==> config.mk <==
export PLATFORM = sky130hd
export DESIGN_NAME = mdio_cmd_master
export DESIGN_NICKNAME = d
export VERILOG_FILES = /design/src/rtl/mdio_cmd_master.sv
export SDC_FILE = /design/constraint.sdc
export NUM_CORES = 1
export LEC_CHECK = 0
export ABC_AREA = 0
export BUFFER_PORTS_ARGS = -buffer_cell sky130_fd_sc_hd__buf_4
export CORE_ASPECT_RATIO = 0.5
export CORE_UTILIZATION = 25
export CTS_CLUSTER_DIAMETER = 120
export DETAILED_ROUTE_END_ITERATION = 6
export PLACE_DENSITY = 0.45
export RECOVER_POWER = 50
export SYNTH_ARGS = -nofsm -noshare
export SYNTH_HDL_FRONTEND = slang
export SYNTH_SLANG_ARGS = --single-unit
==> constraint.sdc <==
create_clock -name clk -period 5.1 [get_ports clk]
set_input_delay 0.51 -clock clk [delete_from_list [all_inputs] [get_ports clk]]
set_output_delay 0.51 -clock clk [all_outputs]
set_load 0.01 [all_outputs]
==> src/rtl/mdio_cmd_master.sv <==
module mdio_cmd_master #(
  parameter int              ADDR_W   = 8,
  parameter logic [ADDR_W-1:0] CMD_ADDR = 8'h40,
  parameter int              CLK_DIV  = 4
) (
  input  logic              clk,
  input  logic              rst_n,
  input  logic              reg_we,
  input  logic [ADDR_W-1:0] reg_addr,
  input  logic [31:0]       reg_wdata,
  output logic [31:0]       reg_rdata,
  output logic              mdc,
  output logic              mdio_o,
  output logic              mdio_oe,
  input  logic              mdio_i
);
  localparam int DIV_W = (CLK_DIV > 1) ? $clog2(CLK_DIV) : 1;
  localparam logic [ADDR_W-1:0] DATA_ADDR = ADDR_W'(CMD_ADDR + 1);
  localparam logic [1:0] OP_WR = 2'b01;
  localparam logic [1:0] OP_RD = 2'b10;
  localparam logic [5:0] TA_POS  = 6'd46;
  localparam logic [5:0] DAT_POS = 6'd48;
  localparam logic [5:0] END_POS = 6'd63;

  logic             busy, mdc_q;
  logic [1:0]       op_q;
  logic [4:0]       phy_q, reg_q;
  logic [31:0]      data_q;
  logic [5:0]       bit_idx;
  logic [DIV_W-1:0] div_cnt;
  logic [15:0]      rd_shift;

  wire cmd_wr = reg_we && !busy && (reg_addr == CMD_ADDR);
  wire dat_wr = reg_we && !busy && (reg_addr == DATA_ADDR);
  wire op_ok  = (reg_wdata[17:16] == OP_WR) || (reg_wdata[17:16] == OP_RD);
  wire is_rd  = (op_q == OP_RD);
  wire tick   = (div_cnt == DIV_W'(CLK_DIV - 1));
  wire [63:0] frame = {32'hFFFF_FFFF, 2'b01, op_q, phy_q, reg_q, 2'b10, data_q[15:0]};

  assign mdc     = mdc_q;
  assign mdio_o  = busy & frame[END_POS - bit_idx];
  assign mdio_oe = busy && !(is_rd && bit_idx >= TA_POS);

  always_comb begin
    reg_rdata = '0;
    if (reg_addr == CMD_ADDR)
      reg_rdata = {11'd0, busy, 2'd0, op_q, 3'd0, phy_q, 3'd0, reg_q};
    else if (reg_addr == DATA_ADDR)
      reg_rdata = data_q;
  end

  always_ff @(posedge clk) begin
    if (!rst_n) begin
      busy     <= 1'b0;
      mdc_q    <= 1'b0;
      op_q     <= '0;
      phy_q    <= '0;
      reg_q    <= '0;
      data_q   <= '0;
      bit_idx  <= '0;
      div_cnt  <= '0;
      rd_shift <= '0;
    end else begin
      if (cmd_wr) begin
        op_q  <= reg_wdata[17:16];
        phy_q <= reg_wdata[12:8];
        reg_q <= reg_wdata[4:0];
        if (reg_wdata[20] && op_ok) begin
          busy    <= 1'b1;
          bit_idx <= '0;
          div_cnt <= '0;
          mdc_q   <= 1'b0;
        end
      end
      if (dat_wr) data_q <= reg_wdata;
      if (busy) begin
        if (tick) begin
          div_cnt <= '0;
          if (!mdc_q) begin
            mdc_q <= 1'b1;
            if (is_rd && bit_idx >= DAT_POS) rd_shift <= {rd_shift[14:0], mdio_i};
          end else begin
            mdc_q <= 1'b0;
            if (bit_idx == END_POS) begin
              busy <= 1'b0;
              if (is_rd) data_q[31:16] <= rd_shift;
            end else begin
              bit_idx <= bit_idx + 6'd1;
            end
          end
        end else begin
          div_cnt <= div_cnt + DIV_W'(1);
        end
      end
    end
  end
endmodule

; ---- Yosys cells after proc, flatten, opt, wreduce, memory -nomap -nowiden
; Cells that the tools add are included.
[totals]
register_bits = 70
in_bits = 44
out_inout_bits = 35
elab_cells = 70
[op_classes]
addsub = 3
n_lt_le_gt_ge = 3
n_eq_ne = 7
mux = 31
bitwise_logic = 2
reduce_logical = 14
[op_table]
columns = operator, count
row1 = $mux W32, 3
row2 = $mux W16, 5
row3 = $mux W6, 6
row4 = $eq A8 B7 Y1 const B, 2
row5 = $ge A6 B6 Y1 const B, 2
row6 = $mux W1, 12
row7 = $mux W2, 4
row8 = $logic_and A1 B1 Y1, 7
row9 = $lt A6 B7 Y1 const B, 1
row10 = $add A6 B1 Y6 const B, 1
row11 = $bmux W1 S6, 1
row12 = $eq A2 B2 Y1 const B, 3
row13 = $eq A6 B6 Y1 const B, 1
row14 = $sub A6 B6 Y6 const A, 1
row15 = $reduce_and A4 Y1, 1
row16 = $reduce_bool A2 Y1, 2
row17 = $add A2 B1 Y2 const B, 1
row18 = $eq A2 B1 Y1 const B, 1
row19 = $logic_not A1 Y1, 2
row20 = $reduce_and A2 Y1, 1
row21 = $and A1 B1 Y1, 1
row22 = $logic_or A1 B1 Y1, 1
row23 = $not A1 Y1, 1

; ---- Logic depth before layout (Yosys ltp)
; Gate-level depths: netlist (run 1).
[depth]
depth_word = 9
mapped_depth = 7
mapped_depth_nobuf = 5

; ---- Worst setup path after synthesis (run 1)
; No wires, ideal clock.
[synth_timing]
kind = input to output
startpoint = in reg_addr[3]
endpoint = out reg_rdata[10]
arrival_ns = 1.713
required_time_ns = 4.590
setup_slack_ns = 2.877
stages = 4
path_buffers = 1
cell_sequence = or4b_4 > nor3_2 > buf_2 > a22o_1
[synth_via]
elab_chain_len = 3
elab_cells_between_ends = 4
cone_classes = eq/ne (2) / mux (2)
[synth_lines]
columns = item, line_no
row1 = from (decl), 9  ; input logic [ADDR_W-1:0] reg_addr,
row2 = $eq A8 B7 Y1, 48  ; else if (reg_addr == DATA_ADDR)
row3 = $mux W32, 48
row4 = $mux W32 *, 46  ; if (reg_addr == CMD_ADDR)
row5 = to (decl), 11  ; output logic [31:0] reg_rdata,
; Mark *: on every way between the ends. The rest lies on a longest branch, timed or not.

; ---- Final worst setup path (run 1)
[layout_timing]
startpoint = in reg_addr[3]
endpoint = out reg_rdata[8]
; Same word-level chain as after synthesis.

==> impl_metrics.env, run 1 <==
export IMPL_outcome="completed"
export IMPL_drt_iter0_drc=200
export IMPL_syn_instance_count=398
export IMPL_critPathKind="primary input to output port"
export IMPL_grt_pass1_vias=2959
export IMPL_yosys_warnings=0
export IMPL_synth_edf_count=0
export IMPL_port_buffers=78
export IMPL_synth_seq_cells=70
export IMPL_r2r_cells=5
export IMPL_skew_ps=4.46
export IMPL_syn_cell_area_um2=3390
export IMPL_slew_viol_final=0
export IMPL_grt_max_degree=34
export IMPL_tritoncts_num_buffers=9
export IMPL_initial_core_util_pct=26.2
export IMPL_hp_start="mdio_i"
export IMPL_synth_top_flop_cell="dfxtp_1"
export IMPL_dr_pass1_iters=4
export IMPL_wl_um=9720
export IMPL_ir_drop_v=0.000114
export IMPL_fmax_mhz=330
export IMPL_rsz0062_at_grt="false"
export IMPL_worst_pin_slew_ps=1300
export IMPL_coreArea_um2=13000
export IMPL_area_growth_pct=28.1
export IMPL_avgRoutedWirePerCell_um=15.3
export IMPL_netlist_area_leader_share_pct=41.3
export IMPL_dieArea_um2=14100
export IMPL_crit_path_end_kind="output port"
export IMPL_syn_nets=444
export IMPL_final_util_pct=33.6
export IMPL_clockBufferDepth=2
export IMPL_grt_overflow_total=0
export IMPL_dieHeight_um=84.4
export IMPL_hold_path_end="rd_shift[0]"
export IMPL_r2r_end="data_q[25]"
export IMPL_grt_pass1_wl_um=15600
export IMPL_hold_class="primary input to flip-flop"
export IMPL_cts_root_buffer="clkbuf_16"
export IMPL_synth_async_sr_flop_share_pct=0
export IMPL_tns_ps=0
export IMPL_path_clk_slew_ps=60
export IMPL_start_kind="primary input"
export IMPL_grt_use_total_pct=14.2
export IMPL_yosys_area_top_type="dfxtp_1"
export IMPL_postRouteAntennaNets=0
export IMPL_hold_depth=3
export IMPL_crit_required_ps=4590
export IMPL_antenna_found_initial=0
export IMPL_setup_viol=0
export IMPL_ctsResizeCount=0
export IMPL_rows=29
export IMPL_place_gp_congestion=0.775
export IMPL_drive_gt1_share_pct=23.1
export IMPL_ctsHtreeMaxLevel=3
export IMPL_rrSetupSlack_ps=2270
export IMPL_r2r_start="bit_idx[0]"
export IMPL_clk_latency_ps=340
export IMPL_cts_sinks=70
export IMPL_post_cts_buffers=0
export IMPL_cts_tree="yes"
export IMPL_hpwl_um=6830
export IMPL_final_nets=508
export IMPL_maxCapViolCount=0
export IMPL_relSlewSlack_pct=13.7
export IMPL_hold_viol_final=0
export IMPL_critPathMaxFanout=32
export IMPL_total_power_uw=1230
export IMPL_io_pins=79
export IMPL_leakage_uw=0.00167
export IMPL_period_share_pct=59.4
export IMPL_vias=3068
export IMPL_place_area_um2=4080
export IMPL_holdWs_ps=412
export IMPL_viasPerCell=4.82
export IMPL_synth_area_leaders="dfxtp_1 (41%), mux2i_1 (9.4%), nand2_1 (8.2%), a31oi_1 (3.7%), and2_1 (3.7%)"
export IMPL_n_antenna_cell=0
export IMPL_min_period_ps=3030
export IMPL_synth_avg_cell_area_um2=8.53
export IMPL_final_cell_area_um2=4350
export IMPL_cts_hold_buf=0
export IMPL_drcViolationCount=0
export IMPL_fp_dieW_um=167
export IMPL_synth_cell_types=52
export IMPL_ys_seq_area_share_pct=41.3
export IMPL_power_density_nw_per_um2=282
export IMPL_arrival_ps=2520
synthesized netlist by cell type (2+ instances only):
| master | number |
|---|---|
| nand3b_1 | 2 |
| clkbuf_1 | 15 |
| nand2_1 | 74 |
| mux2i_1 | 32 |
| nor2b_1 | 4 |
| buf_2 | 11 |
| a311oi_1 | 2 |
| nand3_1 | 3 |
| nor2_1 | 32 |
| a22o_1 | 14 |
| buf_6 | 3 |
| and2_1 | 20 |
| o211ai_1 | 3 |
| a31oi_1 | 20 |
| o21ai_0 | 22 |
| o22ai_1 | 2 |
| dfxtp_1 | 70 |
| and3_1 | 2 |
| or3_1 | 2 |
| mux4_2 | 3 |
| a21oi_1 | 24 |
| nor3_2 | 2 |
| ha_1 | 2 |
| inv_1 | 5 |
| nand2b_1 | 2 |
worst max-delay path by stage:
stage,to,startpoint,slack [ps],cells past startpoint
after floorplan,reg_rdata[10],reg_addr[3],2880,4
after global placement,reg_rdata[8],reg_addr[3],2060,5
after detailed placement,reg_rdata[9],reg_addr[3],2020,5
after CTS,reg_rdata[9],reg_addr[3],2020,5
after global routing,reg_rdata[9],reg_addr[3],1900,5
final,reg_rdata[8],reg_addr[3],2070,5
state kept, by name (all words and copies together) (netlist names):
register and cells:
data_q 32, rd_shift 16, bit_idx 6, phy_q 5, reg_q 5, div_cnt 2, op_q 2, busy 1
mdc 1
area by class of cell:
type | instances | area [um2]
Fill cell | 1381 | 8610
Sequential cell | 70 | 1400
Inverter | 5 | 18.8
Multi-Input combinational cell | 293 | 1810
Tap cell | 170 | 213
Clock inverter | 7 | 72.6
Timing Repair Buffer | 83 | 604
Clock buffer | 9 | 225
power breakdown:
part / internal [uW] / total [uW] / leakage [uW] / switching [uW]
clock network: 380 / 630 / 0.000142 / 250
logic: 25.8 / 49.5 / 0.000960 / 23.7
registers: 547 / 548 / 0.000564 / 0.354
routing by layer:
layer	track usage, %	vias up	wire [um]
met3	4.10	7	324
met2	22.3	49	4340
met5	0	-	0
li1	-	1529	-
met1	18.8	1483	4950
met4	4.55	0	111
placed cells by master, fill, tap and decap left out, types with 3 or more instances in the layout:
cell type,count
and2_1,20
nand2_1,74
buf_4,78
o211ai_1,3
nand3_1,3
nor2_1,32
mux4_2,3
a21oi_1,24
a31oi_1,20
clkbuf_1,5
a22o_1,14
inv_1,5
mux2i_1,32
o21ai_0,22
clkbuf_16,9
dfxtp_1,70
nor2b_1,4
metrics by stage:
stage          worst slack (ps)  std cells
6_report                   2070        637
5_1_grt                    1900        637
4_1_cts                    2020        637
3_5_place_dp               2020        621
3_3_place_gp               2060        621
2_1_floorplan              2880        398
cell families (layout without fill, tap and decap cells):
family	count (synthesis)	after routing	synth area share, %
mux	36	36	11.8
xor+xnor	1	1	0.258
simple gates	156	156	22.5
flops	70	70	41.3
buf+inv	35	104	5.05
compound gates	98	98	18.4
fa+ha+maj	2	2	0.737
critical path, stage by stage:
cell and delay, ps:
buf_4 120, or4b_4 560, nor3_4 920, a22o_1 290
buf_4 120
Power figures use the tool's default switching activity.
==> inputs of run 2 (changes only) <==
--- a/config.mk
+++ b/config.mk
@@ -11,7 +11,7 @@
 export CORE_UTILIZATION = 25
 export CTS_CLUSTER_DIAMETER = 120
 export DETAILED_ROUTE_END_ITERATION = 6
-export PLACE_DENSITY = 0.45
+export PLACE_DENSITY = 0.47
 export RECOVER_POWER = 50
 export SYNTH_ARGS = -nofsm -noshare
 export SYNTH_HDL_FRONTEND = slang
==> constraint.sdc (replaced) <==
create_clock -name clk -period 2.7 [get_ports clk]
set_input_delay 0.27 -clock clk [delete_from_list [all_inputs] [get_ports clk]]
set_output_delay 0.27 -clock clk [all_outputs]
set_load 0.01 [all_outputs]
==> impl_metrics.env, run 2 (synthesized netlist as in run 1, its figures left out) <==
export IMPL_outcome="completed"
export IMPL_cts_root_buffer="clkbuf_16"
export IMPL_antenna_found_initial=0
export IMPL_top_regs="data_q: 32 flops, rd_shift: 16 flops, bit_idx: 6 flops"
export IMPL_tns_ps=0
export IMPL_p_int_uw=1810
export IMPL_combPwrFrac_pct=4.0
export IMPL_crit_required_ps=2430
export IMPL_grt_overflow_total=0
export IMPL_clockBufferDepth=2
export IMPL_dieHeight_um=84.4
export IMPL_fp_dieW_um=167
export IMPL_avgRoutedWirePerCell_um=14.4
export IMPL_dieArea_um2=14100
export IMPL_hpwl_um=6550
export IMPL_postRouteAntennaNets=0
export IMPL_clkPwrFrac_pct=51.7
export IMPL_largest_reg_flops=32
export IMPL_place_gp_congestion=0.757
export IMPL_seqPwrFrac_pct=44.3
export IMPL_start_kind="flip-flop"
export IMPL_critPathMaxFanout=7
export IMPL_dr_pass1_iters=4
export IMPL_drt_iter0_drc=134
export IMPL_total_power_uw=2330
export IMPL_relSlewSlack_pct=52.2
export IMPL_rsz0062_at_grt="false"
export IMPL_slew_viol_final=0
export IMPL_final_util_pct=34.0
export IMPL_rows=29
export IMPL_top_register="data_q"
export IMPL_final_nets=515
export IMPL_crit_path_end_kind="output port"
export IMPL_leakage_uw=0.00170
export IMPL_grt_use_total_pct=13.8
export IMPL_clk_latency_ps=340
export IMPL_area_growth_pct=29.6
export IMPL_hold_viol_final=0
export IMPL_drive_gt1_share_pct=24.5
export IMPL_hold_depth=3
export IMPL_period_share_pct=91.4
export IMPL_r2r_cells=7
export IMPL_cts_tree="yes"
export IMPL_viasPerCell=4.66
export IMPL_drcViolationCount=0
export IMPL_ctsHtreeMaxLevel=3
export IMPL_hold_class="primary input to flip-flop"
export IMPL_grt_pass1_wl_um=15200
export IMPL_worst_pin_slew_ps=717
export IMPL_power_switching_uw=524
export IMPL_final_cell_area_um2=4400
export IMPL_io_pins=79
export IMPL_grt_pass1_vias=2878
export IMPL_setup_viol=0
export IMPL_n_antenna_cell=0
export IMPL_wl_um=9290
export IMPL_vias=3001
export IMPL_initial_core_util_pct=26.2
export IMPL_final_common_cell="buf_4"
export IMPL_switching_share_pct=22.5
export IMPL_tritoncts_num_buffers=9
export IMPL_fmax_mhz=405
export IMPL_maxCapViolCount=0
export IMPL_coreArea_um2=13000
export IMPL_final_cell_mix="buf_4 (83), nand2_1 (74), dfxtp_1 (69)"
export IMPL_min_period_ps=2470
export IMPL_holdWs_ps=177
export IMPL_place_area_um2=4140
export IMPL_critPathKind="flip-flop to output port"
export IMPL_ir_drop_v=0.000262
export IMPL_path_clk_slew_ps=60
export IMPL_power_density_nw_per_um2=530
export IMPL_cts_sinks=70
export IMPL_grt_max_degree=33
export IMPL_port_buffers=78
export IMPL_arrival_ps=2200
export IMPL_skew_ps=9.53
[run 2: cell count changes in the layout (fill, tap and decap cells not counted), sizes merged]
cell	change
clkinv	-1
clkbuf	+2
buf	+5
inv	+1
[run 2: power groups by stage]
stage	sequential (uW)	combinational, uW	clock [uW]
floorplan	1060	28.9	0
CTS	1030	94.7	1230
finish	1030	92.3	1210
detailed placement	1060	94.7	0
global placement	1060	94.4	0
global route	1030	103	1290
[run 2: repair_timing]
action	4_1_cts	5_1_grt
setup buffers	0	0
endpoints found under the setup margin	0	1
hold buffers	0	0
gates resized for setup	0	1
[run 2: final cells by class]
class | instances | area, um2
fill | 1351 | 8550
multi-input combinational | 293 | 1810
sequential | 70 | 1400
timing repair buffer | 90 | 653
clock buffer | 9 | 225
tap | 170 | 213
clock inverter | 7 | 80.1
inverter | 5 | 18.8
[run 2: routing by layer]
layer,part of all wire (%),GRT usage (%),up-vias,wire length [um]
li1,-,-,1552,-
met1,51,19.1,1383,4760
met2,44,20.5,57,4080
met3,3.5,3.91,9,325
met4,1.4,4.63,0,127
met5,0,0,-,0
[run 2: metrics by stage]
| step | std cells | setup WS [ps] |
|---|---|---|
| after floorplan | 398 | 787 |
| after global placement | 628 | 521 |
| after detailed placement | 628 | 501 |
| after CTS | 644 | 136 |
| after global routing | 644 | 99.0 |
| final | 644 | 233 |
[run 2: worst max-delay path, stage by stage, from the launching register on]
cell and delay (ps):
dfxtp_1 530, mux4_2 560, and3b_1 190, o41ai_1 310
a21oi_1 120, buf_4 160
[run 2: path summary, 6_finish.rpt]
kind	start	to	slack, ps
max	bit_idx[0]	mdio_o	230
min	reg_wdata[8]	phy_q[0]	180
max reg2reg	bit_idx[0]	data_q[18]	480
min reg2reg	data_q[29]	data_q[29]	470
==> inputs of run 3 (changes only) <==
--- a/config.mk
+++ b/config.mk
@@ -5,13 +5,13 @@
 export SDC_FILE = /design/constraint.sdc
 export NUM_CORES = 1
 export LEC_CHECK = 0
-export ABC_AREA = 0
+export ABC_AREA = 1
 export BUFFER_PORTS_ARGS = -buffer_cell sky130_fd_sc_hd__buf_4
 export CORE_ASPECT_RATIO = 0.5
 export CORE_UTILIZATION = 25
 export CTS_CLUSTER_DIAMETER = 120
 export DETAILED_ROUTE_END_ITERATION = 6
-export PLACE_DENSITY = 0.47
+export PLACE_DENSITY = 0.46
 export RECOVER_POWER = 50
 export SYNTH_ARGS = -nofsm -noshare
 export SYNTH_HDL_FRONTEND = slang
==> impl_metrics.env, run 3 <==
export IMPL_hold_path_end="data_q[14]"
export IMPL_io_pins=79
export IMPL_dieArea_um2=14700
export IMPL_n_antenna_cell=0
export IMPL_drcViolationCount=0
export IMPL_hold_depth=3
export IMPL_leakage_uw=0.00188
export IMPL_yosys_top_cells_count="inv_1 (78), nor2_1 (75), dfxtp_1 (70)"
export IMPL_clk_latency_ps=330
export IMPL_crit_path_end_kind="flip-flop"
export IMPL_dieHeight_um=86.3
export IMPL_dr_pass1_iters=4
export IMPL_ys_seq_area_share_pct=39.4
export IMPL_outcome="completed"
export IMPL_setup_viol=0
export IMPL_ctsHtreeMaxLevel=3
export IMPL_r2r_end="data_q[8]"
export IMPL_rsz0062_at_grt="false"
export IMPL_period_share_pct=83.6
export IMPL_hold_viol_final=0
export IMPL_hp_start="reg_wdata[14]"
export IMPL_fmax_mhz=443
export IMPL_final_cell_mix="inv_1 (79), nor2_1 (76), dfxtp_1 (70)"
export IMPL_ctsResizeCount=0
export IMPL_grt_pass1_wl_um=16600
export IMPL_power_density_nw_per_um2=523
export IMPL_cts_hold_buf=0
export IMPL_critPathLaunch="busy"
export IMPL_top_regs="data_q: 32 flops, rd_shift: 16 flops, bit_idx: 6 flops"
export IMPL_rows=30
export IMPL_grt_max_degree=69
export IMPL_hold_class="primary input to flip-flop"
export IMPL_worst_pin_slew_ps=859
export IMPL_syn_nets=581
export IMPL_tns_ps=0
export IMPL_syn_instance_count=535
export IMPL_synth_avg_cell_area_um2=6.65
export IMPL_synth_area_leaders="dfxtp_1 (39%), inv_1 (8.2%), nand3_1 (8.0%), nor2_1 (7.9%), o21ai_0 (7.5%)"
export IMPL_largest_reg_flops=32
export IMPL_maxCapViolCount=0
export IMPL_place_inst=783
export IMPL_cts_root_buffer="clkbuf_16"
export IMPL_synth_seq_cells=70
export IMPL_skew_ps=8.03
export IMPL_syn_cell_area_um2=3560
export IMPL_min_period_ps=2260
export IMPL_final_nets=648
export IMPL_grt_pass1_vias=3323
export IMPL_clockBufferDepth=2
export IMPL_r2r_start="busy"
export IMPL_hpwl_um=7140
export IMPL_synth_edf_count=0
export IMPL_cts_tree="yes"
export IMPL_coreArea_um2=13700
export IMPL_netlist_area_leader_share_pct=39.4
export IMPL_slew_viol_final=0
export IMPL_port_buffers=78
export IMPL_viasPerCell=4.45
export IMPL_crit_required_ps=2890
export IMPL_arrival_ps=2450
export IMPL_start_kind="flip-flop"
export IMPL_grt_use_total_pct=14.5
export IMPL_final_common_cell="inv_1"
export IMPL_critPathKind="flip-flop to flip-flop"
export IMPL_critPathMaxFanout=42
export IMPL_fp_dieW_um=171
export IMPL_synth_async_sr_flop_share_pct=0
export IMPL_initial_core_util_pct=26.0
export IMPL_relSlewSlack_pct=42.8
export IMPL_synthMostInstantiatedCell="inv_1"
export IMPL_vias=3549
export IMPL_synth_cell_types=29
export IMPL_area_growth_pct=26.9
export IMPL_wl_um=10100
export IMPL_rrSetupSlack_ps=440
export IMPL_yosys_warnings=0
export IMPL_post_cts_buffers=0
export IMPL_drt_iter0_drc=150
export IMPL_path_clk_slew_ps=60
export IMPL_tritoncts_num_buffers=9
export IMPL_register_area_um2=1400
export IMPL_yosys_area_top_type="dfxtp_1"
export IMPL_grt_overflow_total=0
export IMPL_fillers=1576
export IMPL_drive_gt1_share_pct=14.2
export IMPL_antenna_found_initial=0
export IMPL_multi_input_area_um2=1690
export IMPL_synth_top_flop_cell="dfxtp_1"
export IMPL_top_register="data_q"
export IMPL_fin_cells=798
export IMPL_r2r_cells=6
export IMPL_cts_sinks=70
export IMPL_place_gp_congestion=0.759
export IMPL_postRouteAntennaNets=0
export IMPL_ir_drop_v=0.000268
export IMPL_avgRoutedWirePerCell_um=12.7
run 3: layout make-up:
type | instances | area share (%)
clock buffers | 11 | 5.60
clock inverters | 4 | 1.22
inverters | 80 | 6.65
multi-input cells | 353 | 37.5
flip-flops and latches | 70 | 31.1
well taps | 192 | 5.32
repair buffers | 88 | 12.6
run 3: cell families after synthesis:
group | share of synthesized area (%)
adders and majority gates | 0.703
AOI/OAI and AO/OA | 16.1
and+or+nand+nor | 31.1
buffers and inverters | 12.8
DFF | 39.4
run 3: where the power goes:
group / internal [uW] / leakage, uW / total (uW) / switching (uW)
logic: 52.1 / 0.00117 / 105 / 53.4
clock network: 765 / 0.000148 / 1220 / 456
registers: 1030 / 0.000564 / 1030 / 0.618
run 3: layer usage:
layer / part of all wire [%] / GRT usage [%]
met4: 0.92 / 3.19
met1: 51 / 19.3
met2: 45 / 23.6
met3: 3.0 / 3.56
met5: 0 / 0
run 3: worst max-delay path by stage:
stage                 end  slack [ps]  depth (start not counted)
2_1_floorplan      mdio_o        1210                          8
3_3_place_gp   data_q[25]         600                          8
3_5_place_dp   data_q[25]         560                          8
4_1_cts            mdio_o         480                         11
5_1_grt         data_q[6]         190                          6
6_report        data_q[8]         440                          6
run 3: critical path: stages (launching register included):
cell,delay [ps]
dfxtp_1,380
nor2_1,130
buf_4,260
nand3_1,300
clkbuf_2,590
o21ai_0,370
a21oi_1,60
run 3: per-stage QoR:
stage	cell area, um2	power, uW	hold slack [ps]	util, %	setup slack, ps
2_1_floorplan	3560	1100	433	-	1210
5_1_grt	4510	2460	230	32.9	187
3_5_place_dp	4300	1160	457	31.4	561
6_report	4510	2360	205	32.9	443
3_3_place_gp	4300	1160	458	31.4	603
4_1_cts	4610	2400	193	33.7	485
